File: config.mk
export PLATFORM = sky130hd
export DESIGN_NAME = io_trap_monitor
export DESIGN_NICKNAME = d
export VERILOG_FILES = /design/src/rtl/io_trap_pkg.sv /design/src/rtl/trap_window.sv /design/src/rtl/trap_regs.sv /design/src/rtl/io_trap_monitor.sv
export SDC_FILE = /design/constraint.sdc
export NUM_CORES = 1
export LEC_CHECK = 0
export BUFFER_PORTS_ARGS = -buffer_cell sky130_fd_sc_hd__buf_2
export CORE_MARGIN = 1
export CORE_UTILIZATION = 49
export DETAILED_ROUTE_END_ITERATION = 10
export PLACE_DENSITY_LB_ADDON = 0.2
export SETUP_SLACK_MARGIN = 0.02
export SKIP_LAST_GASP = 1
export SYNTH_ARGS = -nofsm -noshare
export SYNTH_HDL_FRONTEND = slang
export SYNTH_SLANG_ARGS = --single-unit
File: constraint.sdc
create_clock -name clk -period 6.75 [get_ports clk]
set_input_delay 0 -clock clk [delete_from_list [all_inputs] [get_ports clk]]
set_output_delay 0 -clock clk [all_outputs]
set_load 0.02 [all_outputs]
File: src/rtl/io_trap_pkg.sv
// Shared constants for the I/O trap monitor: register offsets, the
// write mask of the trap-0 control register and the fixed legacy windows.
// Assumes a 16-entry configuration space and byte-wide registers.
package io_trap_pkg;
    localparam int CFG_AW  = 4;
    localparam int NREG    = 1 << CFG_AW;
    localparam int NFIX    = 8;
    localparam int PROG_SZ = 128;

    localparam logic [CFG_AW-1:0] A_T0CTL = 4'h0;
    localparam logic [CFG_AW-1:0] A_T0HI  = 4'h1;
    localparam logic [CFG_AW-1:0] A_T1LO  = 4'h2;
    localparam logic [CFG_AW-1:0] A_T1HI  = 4'h3;
    localparam logic [CFG_AW-1:0] A_WENA  = 4'h4;
    localparam logic [CFG_AW-1:0] A_WENB  = 4'h5;
    localparam logic [CFG_AW-1:0] A_EVMA  = 4'h6;
    localparam logic [CFG_AW-1:0] A_EVMB  = 4'h7;
    localparam logic [CFG_AW-1:0] A_STSA  = 4'h8;
    localparam logic [CFG_AW-1:0] A_STSB  = 4'h9;
    localparam logic [CFG_AW-1:0] A_SOFT  = 4'hA;

    localparam logic [7:0] T0CTL_KEEP = 8'hFB;

    // Base address of fixed window i (0..5 are 8 bytes wide, 6..7 are 1 byte wide).
    function automatic logic [15:0] fix_base(int i);
        case (i)
            0:       return 16'h0378;
            1:       return 16'h0278;
            2:       return 16'h03F8;
            3:       return 16'h02F8;
            4:       return 16'h01F0;
            5:       return 16'h0170;
            6:       return 16'h0064;
            default: return 16'h0060;
        endcase
    endfunction

    // Width in bytes of fixed window i.
    function automatic int fix_size(int i);
        return (i >= 6) ? 1 : 8;
    endfunction
endpackage

File: src/rtl/trap_window.sv
// One address window comparator. It reports a hit when addr lies in
// [base, base+SIZE) and the address low byte equals the base low byte on
// every bit set in mask. A mask of zero gives a pure range check.
// Purely combinational; the caller adds the valid strobe and the enable.
module trap_window #(
    parameter int AW   = 16,
    parameter int SIZE = 8
) (
    input  logic [AW-1:0] addr,
    input  logic [AW-1:0] base,
    input  logic [7:0]    mask,
    output logic          hit
);
    logic [AW:0] a_ext;
    logic [AW:0] lo_ext;
    logic [AW:0] hi_ext;
    logic        in_range;
    logic        low_ok;

    // Range bounds are one bit wider so that a window near the top cannot wrap.
    always_comb begin
        a_ext    = {1'b0, addr};
        lo_ext   = {1'b0, base};
        hi_ext   = lo_ext + (AW+1)'(SIZE);
        in_range = (a_ext >= lo_ext) && (a_ext < hi_ext);
        low_ok   = ((addr[7:0] ^ base[7:0]) & mask) == 8'h00;
        hit      = in_range && low_ok;
    end
endmodule

File: src/rtl/trap_regs.sv
// Configuration register file of the trap monitor. It holds the window
// bases, the enables, the event masks and the two sticky status registers.
// Status bits are set by hits and cleared by write-one; a set wins over a
// clear in the same cycle. Read data is combinational on cfg_addr.
module trap_regs
    import io_trap_pkg::*;
(
    input  logic              clk,
    input  logic              rst_n,
    input  logic              cfg_wr,
    input  logic [CFG_AW-1:0] cfg_addr,
    input  logic [7:0]        cfg_wdata,
    input  logic [7:0]        set_a,
    input  logic [7:0]        set_b,
    output logic [7:0]        cfg_rdata,
    output logic [9:0]        t0_base,
    output logic [2:0]        t0_shift,
    output logic [15:0]       t1_base,
    output logic [6:0]        wen_a,
    output logic [6:0]        evm_a,
    output logic              kb_en,
    output logic              kb_evm,
    output logic              soft_en,
    output logic              soft_req
);
    logic [NREG-1:0] we;
    logic [7:0] r_t0ctl, r_t0hi, r_t1lo, r_t1hi;
    logic [7:0] r_wena, r_wenb, r_evma, r_evmb, r_stsa, r_stsb;
    logic [7:0] clr_a, clr_b;

    // Decode the write strobe into one enable per register.
    always_comb begin
        we       = cfg_wr ? (NREG'(1) << cfg_addr) : '0;
        clr_a    = we[A_STSA] ? cfg_wdata : 8'h00;
        clr_b    = we[A_STSB] ? cfg_wdata : 8'h00;
        soft_req = we[A_SOFT] & cfg_wdata[1];
    end

    // Plain read/write configuration registers.
    always_ff @(posedge clk) begin
        if (!rst_n) begin
            r_t0ctl <= '0; r_t0hi <= '0; r_t1lo <= '0; r_t1hi <= '0;
            r_wena  <= '0; r_wenb <= '0; r_evma <= '0; r_evmb <= '0;
        end else begin
            if (we[A_T0CTL]) r_t0ctl <= cfg_wdata & T0CTL_KEEP;
            if (we[A_T0HI])  r_t0hi  <= cfg_wdata;
            if (we[A_T1LO])  r_t1lo  <= cfg_wdata;
            if (we[A_T1HI])  r_t1hi  <= cfg_wdata;
            if (we[A_WENA])  r_wena  <= cfg_wdata;
            if (we[A_WENB])  r_wenb  <= cfg_wdata;
            if (we[A_EVMA])  r_evma  <= cfg_wdata;
            if (we[A_EVMB])  r_evmb  <= cfg_wdata;
        end
    end

    // Sticky status: write-one clear, then hits (and the soft request) set.
    always_ff @(posedge clk) begin
        if (!rst_n) begin
            r_stsa <= '0;
            r_stsb <= '0;
        end else begin
            r_stsa <= (r_stsa & ~clr_a) | set_a;
            r_stsb <= (r_stsb & ~clr_b) | set_b | {7'b0, soft_req};
        end
    end

    // Read-back multiplexer; the soft request and unused offsets read zero.
    always_comb begin
        case (cfg_addr)
            A_T0CTL: cfg_rdata = r_t0ctl;
            A_T0HI:  cfg_rdata = r_t0hi;
            A_T1LO:  cfg_rdata = r_t1lo;
            A_T1HI:  cfg_rdata = r_t1hi;
            A_WENA:  cfg_rdata = r_wena;
            A_WENB:  cfg_rdata = r_wenb;
            A_EVMA:  cfg_rdata = r_evma;
            A_EVMB:  cfg_rdata = r_evmb;
            A_STSA:  cfg_rdata = r_stsa;
            A_STSB:  cfg_rdata = r_stsb;
            default: cfg_rdata = 8'h00;
        endcase
    end

    // Field extraction for the comparators and the event logic.
    always_comb begin
        t0_base  = {r_t0hi, r_t0ctl[1], 1'b0};
        t0_shift = r_t0ctl[5:3];
        t1_base  = {r_t1hi, r_t1lo};
        wen_a    = r_wena[6:0];
        evm_a    = r_evma[6:0];
        kb_en    = r_wenb[3];
        kb_evm   = r_evmb[3];
        soft_en  = r_wenb[0];
    end
endmodule

File: src/rtl/io_trap_monitor.sv
// Top of the I/O trap monitor. It compares each valid host I/O cycle with
// two programmable windows and eight fixed windows and records hits in
// sticky status. A hit whose event-mask bit is set, or a software request,
// produces a one-clock pm_event in the following cycle.
// Assumes at most one I/O cycle per clock; the direction is not considered.
module io_trap_monitor
    import io_trap_pkg::*;
#(
    parameter int IO_AW = 16
) (
    input  logic              clk,
    input  logic              rst_n,
    input  logic              cfg_wr,
    input  logic [CFG_AW-1:0] cfg_addr,
    input  logic [7:0]        cfg_wdata,
    output logic [7:0]        cfg_rdata,
    input  logic              io_valid,
    input  logic [IO_AW-1:0]  io_addr,
    output logic              pm_event
);
    logic [9:0]      t0_base;
    logic [2:0]      t0_shift;
    logic [15:0]     t1_base;
    logic [6:0]      wen_a, evm_a;
    logic            kb_en, kb_evm, soft_en, soft_req;
    logic [7:0]      t0_mask;
    logic            raw_t0, raw_t1;
    logic [NFIX-1:0] raw_fx;
    logic [7:0]      hit_a, hit_b;
    logic            ev_d;

    trap_regs u_regs (
        .clk(clk), .rst_n(rst_n), .cfg_wr(cfg_wr), .cfg_addr(cfg_addr),
        .cfg_wdata(cfg_wdata), .set_a(hit_a), .set_b(hit_b),
        .cfg_rdata(cfg_rdata), .t0_base(t0_base), .t0_shift(t0_shift),
        .t1_base(t1_base), .wen_a(wen_a), .evm_a(evm_a), .kb_en(kb_en),
        .kb_evm(kb_evm), .soft_en(soft_en), .soft_req(soft_req)
    );

    // The trap-0 mask ignores the low t0_shift bits of the low byte.
    always_comb t0_mask = 8'hFF << t0_shift;

    trap_window #(.AW(IO_AW), .SIZE(PROG_SZ)) u_win_t0 (
        .addr(io_addr), .base(IO_AW'(t0_base)), .mask(t0_mask), .hit(raw_t0)
    );

    trap_window #(.AW(IO_AW), .SIZE(PROG_SZ)) u_win_t1 (
        .addr(io_addr), .base(IO_AW'(t1_base)), .mask(8'hFF), .hit(raw_t1)
    );

    for (genvar g = 0; g < NFIX; g++) begin : g_fix
        trap_window #(.AW(IO_AW), .SIZE(fix_size(g))) u_win_fx (
            .addr(io_addr), .base(IO_AW'(fix_base(g))), .mask(8'h00),
            .hit(raw_fx[g])
        );
    end

    // Gate raw window hits with the valid strobe and their enables.
    always_comb begin
        hit_a    = 8'h00;
        hit_b    = 8'h00;
        hit_a[6] = io_valid & wen_a[6] & raw_t0;
        hit_a[5] = io_valid & wen_a[5] & raw_t1;
        hit_a[4] = io_valid & wen_a[4] & (raw_fx[0] | raw_fx[1]);
        hit_a[3] = io_valid & wen_a[3] & raw_fx[2];
        hit_a[2] = io_valid & wen_a[2] & raw_fx[3];
        hit_a[1] = io_valid & wen_a[1] & raw_fx[4];
        hit_a[0] = io_valid & wen_a[0] & raw_fx[5];
        hit_b[3] = io_valid & kb_en & (raw_fx[6] | raw_fx[7]);
        ev_d     = (|(hit_a[6:0] & evm_a)) | (hit_b[3] & kb_evm)
                 | (soft_req & soft_en);
    end

    // Register the event so that it is a clean one-clock pulse.
    always_ff @(posedge clk) begin
        if (!rst_n) pm_event <= 1'b0;
        else        pm_event <= ev_d;
    end
endmodule

# ---- Word level (Yosys, flattened, before mapping)
# Cells that the tools add are included.
dict set report classes {
  n_bitwise 34
  order_cmp 20
  n_eq_ne 9
  add_sub_neg 2
  reduce_logical 16
  muxes 4
  shift 2
}
# operator count
set op_table {}
lappend op_table {{8-bit case mux with 10 select lines} 1}
lappend op_table {{16-bit by 10-bit greater-or-equal comparator with 1-bit output, second input constant} 4}
lappend op_table {{16-bit by 10-bit < comparator with 1-bit output, second input constant} 3}
lappend op_table {{16-bit by 17-bit < comparator with 1-bit output} 2}
lappend op_table {{16-bit by 7-bit greater-or-equal comparator with 1-bit output, second input constant} 2}
lappend op_table {{16-bit by 9-bit greater-or-equal comparator with 1-bit output, second input constant} 2}
lappend op_table {{16-bit by 7-bit < comparator with 1-bit output, second input constant} 2}
lappend op_table {{16-bit by 9-bit < comparator with 1-bit output, second input constant} 2}
lappend op_table {{8-bit bitwise AND} 3}
lappend op_table {{1-bit bitwise AND} 19}
lappend op_table {{16-bit by 8-bit adder with 17-bit output, second input constant} 1}
lappend op_table {{4-bit by 3-bit equality test with 1-bit output, second input constant} 4}
lappend op_table {{16-bit by 10-bit greater-or-equal comparator with 1-bit output} 1}
lappend op_table {{16-bit greater-or-equal comparator} 1}
lappend op_table {{8-bit logical NOT} 2}
lappend op_table {{16-bit by 11-bit < comparator with 1-bit output, second input constant} 1}
lappend op_table {{8-bit 2-to-1 mux} 2}
lappend op_table {{8-bit NOT} 2}
lappend op_table {{8-bit bitwise XOR} 2}
lappend op_table {{1-bit logical AND} 12}
lappend op_table {{10-bit by 8-bit adder with 11-bit output, second input constant} 1}
lappend op_table {{11-bit 2-to-1 mux} 1}
lappend op_table {{1-bit by 4-bit << shifter with 11-bit output, first input constant} 1}
lappend op_table {{4-bit by 2-bit equality test with 1-bit output, second input constant} 2}
lappend op_table {{other kinds (10)} 14}
dict set report word_totals {
  regBits 80
  word_cells 98
  in_bits 32
  output_inout_bits 9
}

# ---- Depth between registers and ports, before layout
dict set report logic_depth {
  depth_word 9
  ltp_mapped 10
  ltp_nobuf 10
}

# ---- Hierarchy
# A second synthesis with hierarchy kept.
dict set report hier_totals {
  hier_cells 1778
  area_unflattened_um2 13904.6
}
# module instances area_each_um2 cells_each
set by_module_without_submodules {}
lappend by_module_without_submodules {trap_regs 1 3965.1 427}
lappend by_module_without_submodules {{trap_window (g_fix[6].u_win_fx ...)} 2 1079.8 145}
lappend by_module_without_submodules {{trap_window (g_fix[2].u_win_fx ...)} 2 1018.5 135}
lappend by_module_without_submodules {{trap_window (g_fix[0].u_win_fx ...)} 2 950.9 131}
lappend by_module_without_submodules {{trap_window (u_win_t0 ...)} 2 857.1 118}
lappend by_module_without_submodules {{trap_window (g_fix[1].u_win_fx)} 1 983.4 133}
lappend by_module_without_submodules {{trap_window (g_fix[4].u_win_fx)} 1 952.2 132}
lappend by_module_without_submodules {io_trap_monitor 1 191.4 28}

# ---- Worst setup path before layout
# Ideal clock, no wire load.
dict set report synth_timing {
  path_kind {flip-flop to flip-flop}
  startpoint {reg u_regs.r_t1lo[7]}
  endpoint {reg pm_event}
  setup_time_ns 0.074
  path_slack_ns 4.471
  t_arrival_ns 2.205
  stages_incl_launch_ff 10
  required_time_ns 6.676
  path_buffers 0
  path_cell_list {dfxtp_1 > ha_1 > nand3_1 > xnor2_1 > ha_1 > a41o_1 > nor3_1 > a31oi_1 > or3b_1 > a31oi_1}
}
dict set report synth_via {
  elab_chain_len 9
  elab_cells_between_ends 12
  cone_classes {add/sub (1); order compare (2); bitwise (5); reduce/logical (4)}
}
# element line
set synth_lines {}
lappend synth_lines {{start: declaration} trap_regs.sv:27} ;# logic [7:0] r_t0ctl, r_t0hi, r_t1lo, r_t1hi;
lappend synth_lines {{start signal: assignment} trap_regs.sv:47} ;# if (we[A_T1LO]) r_t1lo <= cfg_wdata;
lappend synth_lines {{16-bit by 8-bit adder with 17-bit output} trap_window.sv:24} ;# hi_ext = lo_ext + (AW+1)'(SIZE);
lappend synth_lines {{16-bit by 17-bit < comparator with 1-bit output} trap_window.sv:25} ;# in_range = (a_ext >= lo_ext) && (a_ext < hi_ext);
lappend synth_lines {{1-bit logical AND} trap_window.sv:25}
lappend synth_lines {{1-bit logical AND (*)} trap_window.sv:27} ;# hit = in_range && low_ok;
lappend synth_lines {{1-bit bitwise AND (*)} io_trap_monitor.sv:63} ;# hit_a[5] = io_valid & wen_a[5] & raw_t1;
lappend synth_lines {{7-bit bitwise AND (*)} io_trap_monitor.sv:70} ;# ev_d = (|(hit_a[6:0] & evm_a)) | (hit_b[3] & kb_evm)
lappend synth_lines {{7-bit OR reduction (*)} io_trap_monitor.sv:70}
lappend synth_lines {{1-bit OR (*)} io_trap_monitor.sv:70}
lappend synth_lines {{1-bit OR (*)} io_trap_monitor.sv:71} ;# | (soft_req & soft_en);
lappend synth_lines {{end signal: assignment} io_trap_monitor.sv:77} ;# else pm_event <= ev_d;
lappend synth_lines {{end: declaration} io_trap_monitor.sv:19} ;# output logic pm_event
# Mark *: on every way between the ends. The rest lies on a longest branch, timed or not.
# A chain may end at the register's enable or synchronous reset.

# ---- Final worst setup path
# Ends and elaborated chain as after synthesis.

==> flow_metrics.py <==
metrics = {
    "clocking": {
        "clkSinkCount": 80,
        "cts_tree": "done",
        "cts_setup_buffers": 0,
        "cts-root-buf": "clkbuf_8",
        "clk_pin_slew_ps": 80,
        "cts-resized-gates": 0,
        "cts_buffer_depth": 2,
        "clock_latency_ps": 350,
        "cts_buffers": 9,
        "h-tree-depth": 3,
    },
    "route": {
        "detail_route.wirelength_um": 15100,
        "first_iter_violations": 447,
        "drtPass1Iterations": 5,
        "wire_per_inst_um": 20.2,
        "ant_nets": 0,
        "remaining_drc_errors": 0,
        "vias_per_cell": 6.10,
        "vias": 4574,
    },
    "logic_synthesis": {
        "ys_async_sr_fraction": 0,
        "syn-mean-instance-area_um2": 8.33,
        "syn-num-nets": 665,
        "yosys_warnings": 0,
        "seq_area_frac_synth": 0.324,
        "ys_ff_latch": 80,
        "synth_area_um2": 4940,
        "ys_dominant_reg_cell": "dfxtp_1",
        "synthDistinctLibCells": 59,
        "synth-edff-count": 0,
        "synth_cells": 593,
    },
    "worst_setup_path": {
        "crit_required_ps": 7030,
        "criticalPathCategory": "register to register",
        "path_max_fanout": 9,
        "arrival_ps": 2810,
        "reg2reg_slack_ps": 4220,
        "endpoint_kind": "register",
        "r2r-end": "pm_event$_SDFF_PN0_",
        "r2r_cells": 9,
        "start_kind": "register",
        "r2r_start": "u_regs.r_t1lo[7]$_SDFFE_PN0P_",
    },
    "global_route": {
        "grt_pass1_vias": 4200,
        "overflow": 0,
        "grt_max_degree": 50,
        "antenna_found_initial": 0,
        "grt_pass1_wl_um": 23700,
        "gr-usage-all-layers": 0.304,
    },
    "hold_path": {
        "worstHoldStart": "cfg_wdata[7]",
        "hold_class": "input pin to register",
        "whs_path_depth": 3,
        "hold_end": "u_regs.r_t1hi[7]$_SDFFE_PN0P_",
    },
    "power_and_ir_drop": {
        "total_power_mw": 1.00,
        "power_density_nw_per_um2": 185,
        "leakage_nw": 2.09,
        "ir_worst_vdd_mv": 0.125,
    },
    "timing": {
        "fin_setup_tns_ps": 0,
        "min_period_ps": 2530,
        "max_slew_margin": 0.447,
        "setup_viol": 0,
        "drv_slew": 0,
        "timing.final.hold_violations": 0,
        "fmax_mhz": 395,
        "timing.final.crit_share": 0.375,
        "fin_worst_skew_ps": 8.37,
        "worst_slew_pin_slew_ps": 823,
        "holdWs_ps": 16.5,
        "rsz0062_at_grt": "false",
    },
    "cells_and_area": {
        "final_nets": 685,
        "drive_gt1_frac": 0.122,
        "n_antenna_cell": 0,
        "instances_no_fill": 750,
        "syn_to_final_growth_pct": 9.65,
        "layout_common_cells": "nor2_1 (84), dfxtp_1 (80), mux2i_1 (59), nand2_1 (55)",
        "mostFrequentLayoutCell": "nor2_1",
        "design_area_um2": 5420,
    },
    "die": {
        "dieArea_um2": 10500,
        "die_width_um": 102,
        "ios": 41,
        "coreArea_um2": 9770,
        "start_util": 0.506,
        "die_h_um": 102,
        "rows": 36,
    },
    "placed_design": {
        "placed_cells": 732,
        "dpl_cell_area_um2": 5170,
        "hpwl_um": 11100,
        "io_buffers": 40,
        "gp_congestion": 0.976,
    },
    "outcome": {
        "status": "finished clean",
    },
    "job": {
        "maxCapViolCount": 0,
    },
}
-- worst max-delay path: stages (launching register included) --
cell,delay (ps)
dfxtp_1,500
ha_1,290
nand3_1,110
xnor2_1,150
ha_1,310
a41o_1,240
nor3_1,180
a31oi_1,140
or3b_1,400
a31oi_1,150
-- cells in the mapped netlist (2+ instances only) --
library cell | count | area (um^2)
clkbuf_1 | 20 | 75.1
mux2_1 | 3 | 33.8
o21ai_1 | 11 | 55.1
a211oi_1 | 4 | 30.0
o32ai_1 | 2 | 17.5
a22o_1 | 2 | 17.5
o22ai_1 | 2 | 12.5
dfxtp_1 | 80 | 1600
mux4_2 | 2 | 45.0
a31oi_1 | 7 | 43.8
nand2_1 | 55 | 206
buf_1 | 2 | 7.51
o21ai_0 | 10 | 50.1
nor3_2 | 3 | 30.0
nor3_1 | 6 | 30.0
ha_1 | 40 | 500
inv_1 | 29 | 109
nand3_1 | 24 | 120
buf_2 | 13 | 65.1
nand4_1 | 9 | 56.3
nor2_4 | 2 | 22.5
o31ai_1 | 2 | 15.0
and2_1 | 2 | 12.5
a221oi_1 | 7 | 61.3
xnor2_1 | 8 | 70.1
a32oi_1 | 7 | 61.3
a21oi_1 | 38 | 190
mux2i_1 | 59 | 591
nand2b_1 | 6 | 37.5
inv_2 | 2 | 7.51
a22oi_1 | 9 | 67.6
nor2b_1 | 10 | 62.6
nor2_1 | 84 | 315
and3_1 | 5 | 31.3
nand3b_1 | 2 | 15.0
nand3_2 | 2 | 20.0
mux2_2 | 2 | 22.5
-- final cells by class --
class	instances	area, um^2
clock buffer	12	155
clock inverter	3	65.1
fill	975	4360
inverter	31	116
multi-input combinational	447	3080
sequential	80	1600
tap	133	166
timing repair buffer	44	238
-- state kept, by name, indices dropped and copies added, names as in the netlist --
name and cells:
u_regs.r_stsa 8, u_regs.r_t1lo 8, pm_event 1, u_regs.r_evma 8
u_regs.r_stsb 8, u_regs.r_wenb 8, u_regs.r_evmb 8, u_regs.r_t0hi 8
u_regs.r_t1hi 8, u_regs.r_t0ctl 7, u_regs.r_wena 8
-- cells by family after synthesis --
family | Yosys count | share of synthesized area
AOI/OAI and AO/OA | 111 | 0.144
xor gates and xnor gates | 8 | 0.0142
adders and majority gates | 40 | 0.101
buffers and inverters | 66 | 0.0534
DFF | 80 | 0.324
muxes | 66 | 0.140
and+or+nand+nor | 222 | 0.223
-- what timing repair did --
action / CTS / global route
endpoints found under the setup margin: 0 / 0
hold buffers: 3 / 0
endpoints found under the hold margin: 9 / 0
-- per-layer routing --
layer,track usage,part of all wire,up-vias
met5,0,0,-
met4,0.0769,0.015,0
met3,0.0335,0.074,23
met2,0.489,0.46,216
met1,0.434,0.45,2179
li1,-,-,2156
-- report_power, final --
group	internal, mW	switching [mW]	leakage, nW
logic	0.0402	0.0839	1.33
clock network	0.226	0.169	0.112
registers	0.476	0.00526	0.645
total	0.743	0.258	2.09
-- stage by stage --
stage                     setup WS, ps   util
final                             4220  0.554
after global routing              3990  0.554
after CTS                         4220  0.554
after detailed placement          4250  0.529
after global placement            4340  0.529
after floorplan                   4470      -
-- worst max path at each step --
stage | startpoint | to | slack, ps
3_3_place_gp | u_regs.r_t1lo[7]$_SDFFE_PN0P_ | pm_event$_SDFF_PN0_ | 4340
6_report | u_regs.r_t1lo[7]$_SDFFE_PN0P_ | pm_event$_SDFF_PN0_ | 4220
4_1_cts | u_regs.r_t1lo[7]$_SDFFE_PN0P_ | pm_event$_SDFF_PN0_ | 4220
5_1_grt | u_regs.r_t1lo[7]$_SDFFE_PN0P_ | pm_event$_SDFF_PN0_ | 3990
2_1_floorplan | u_regs.r_t1lo[7]$_SDFFE_PN0P_ | pm_event$_SDFF_PN0_ | 4470
3_5_place_dp | u_regs.r_t1lo[7]$_SDFFE_PN0P_ | pm_event$_SDFF_PN0_ | 4250
Power figures use the tool's default switching activity.
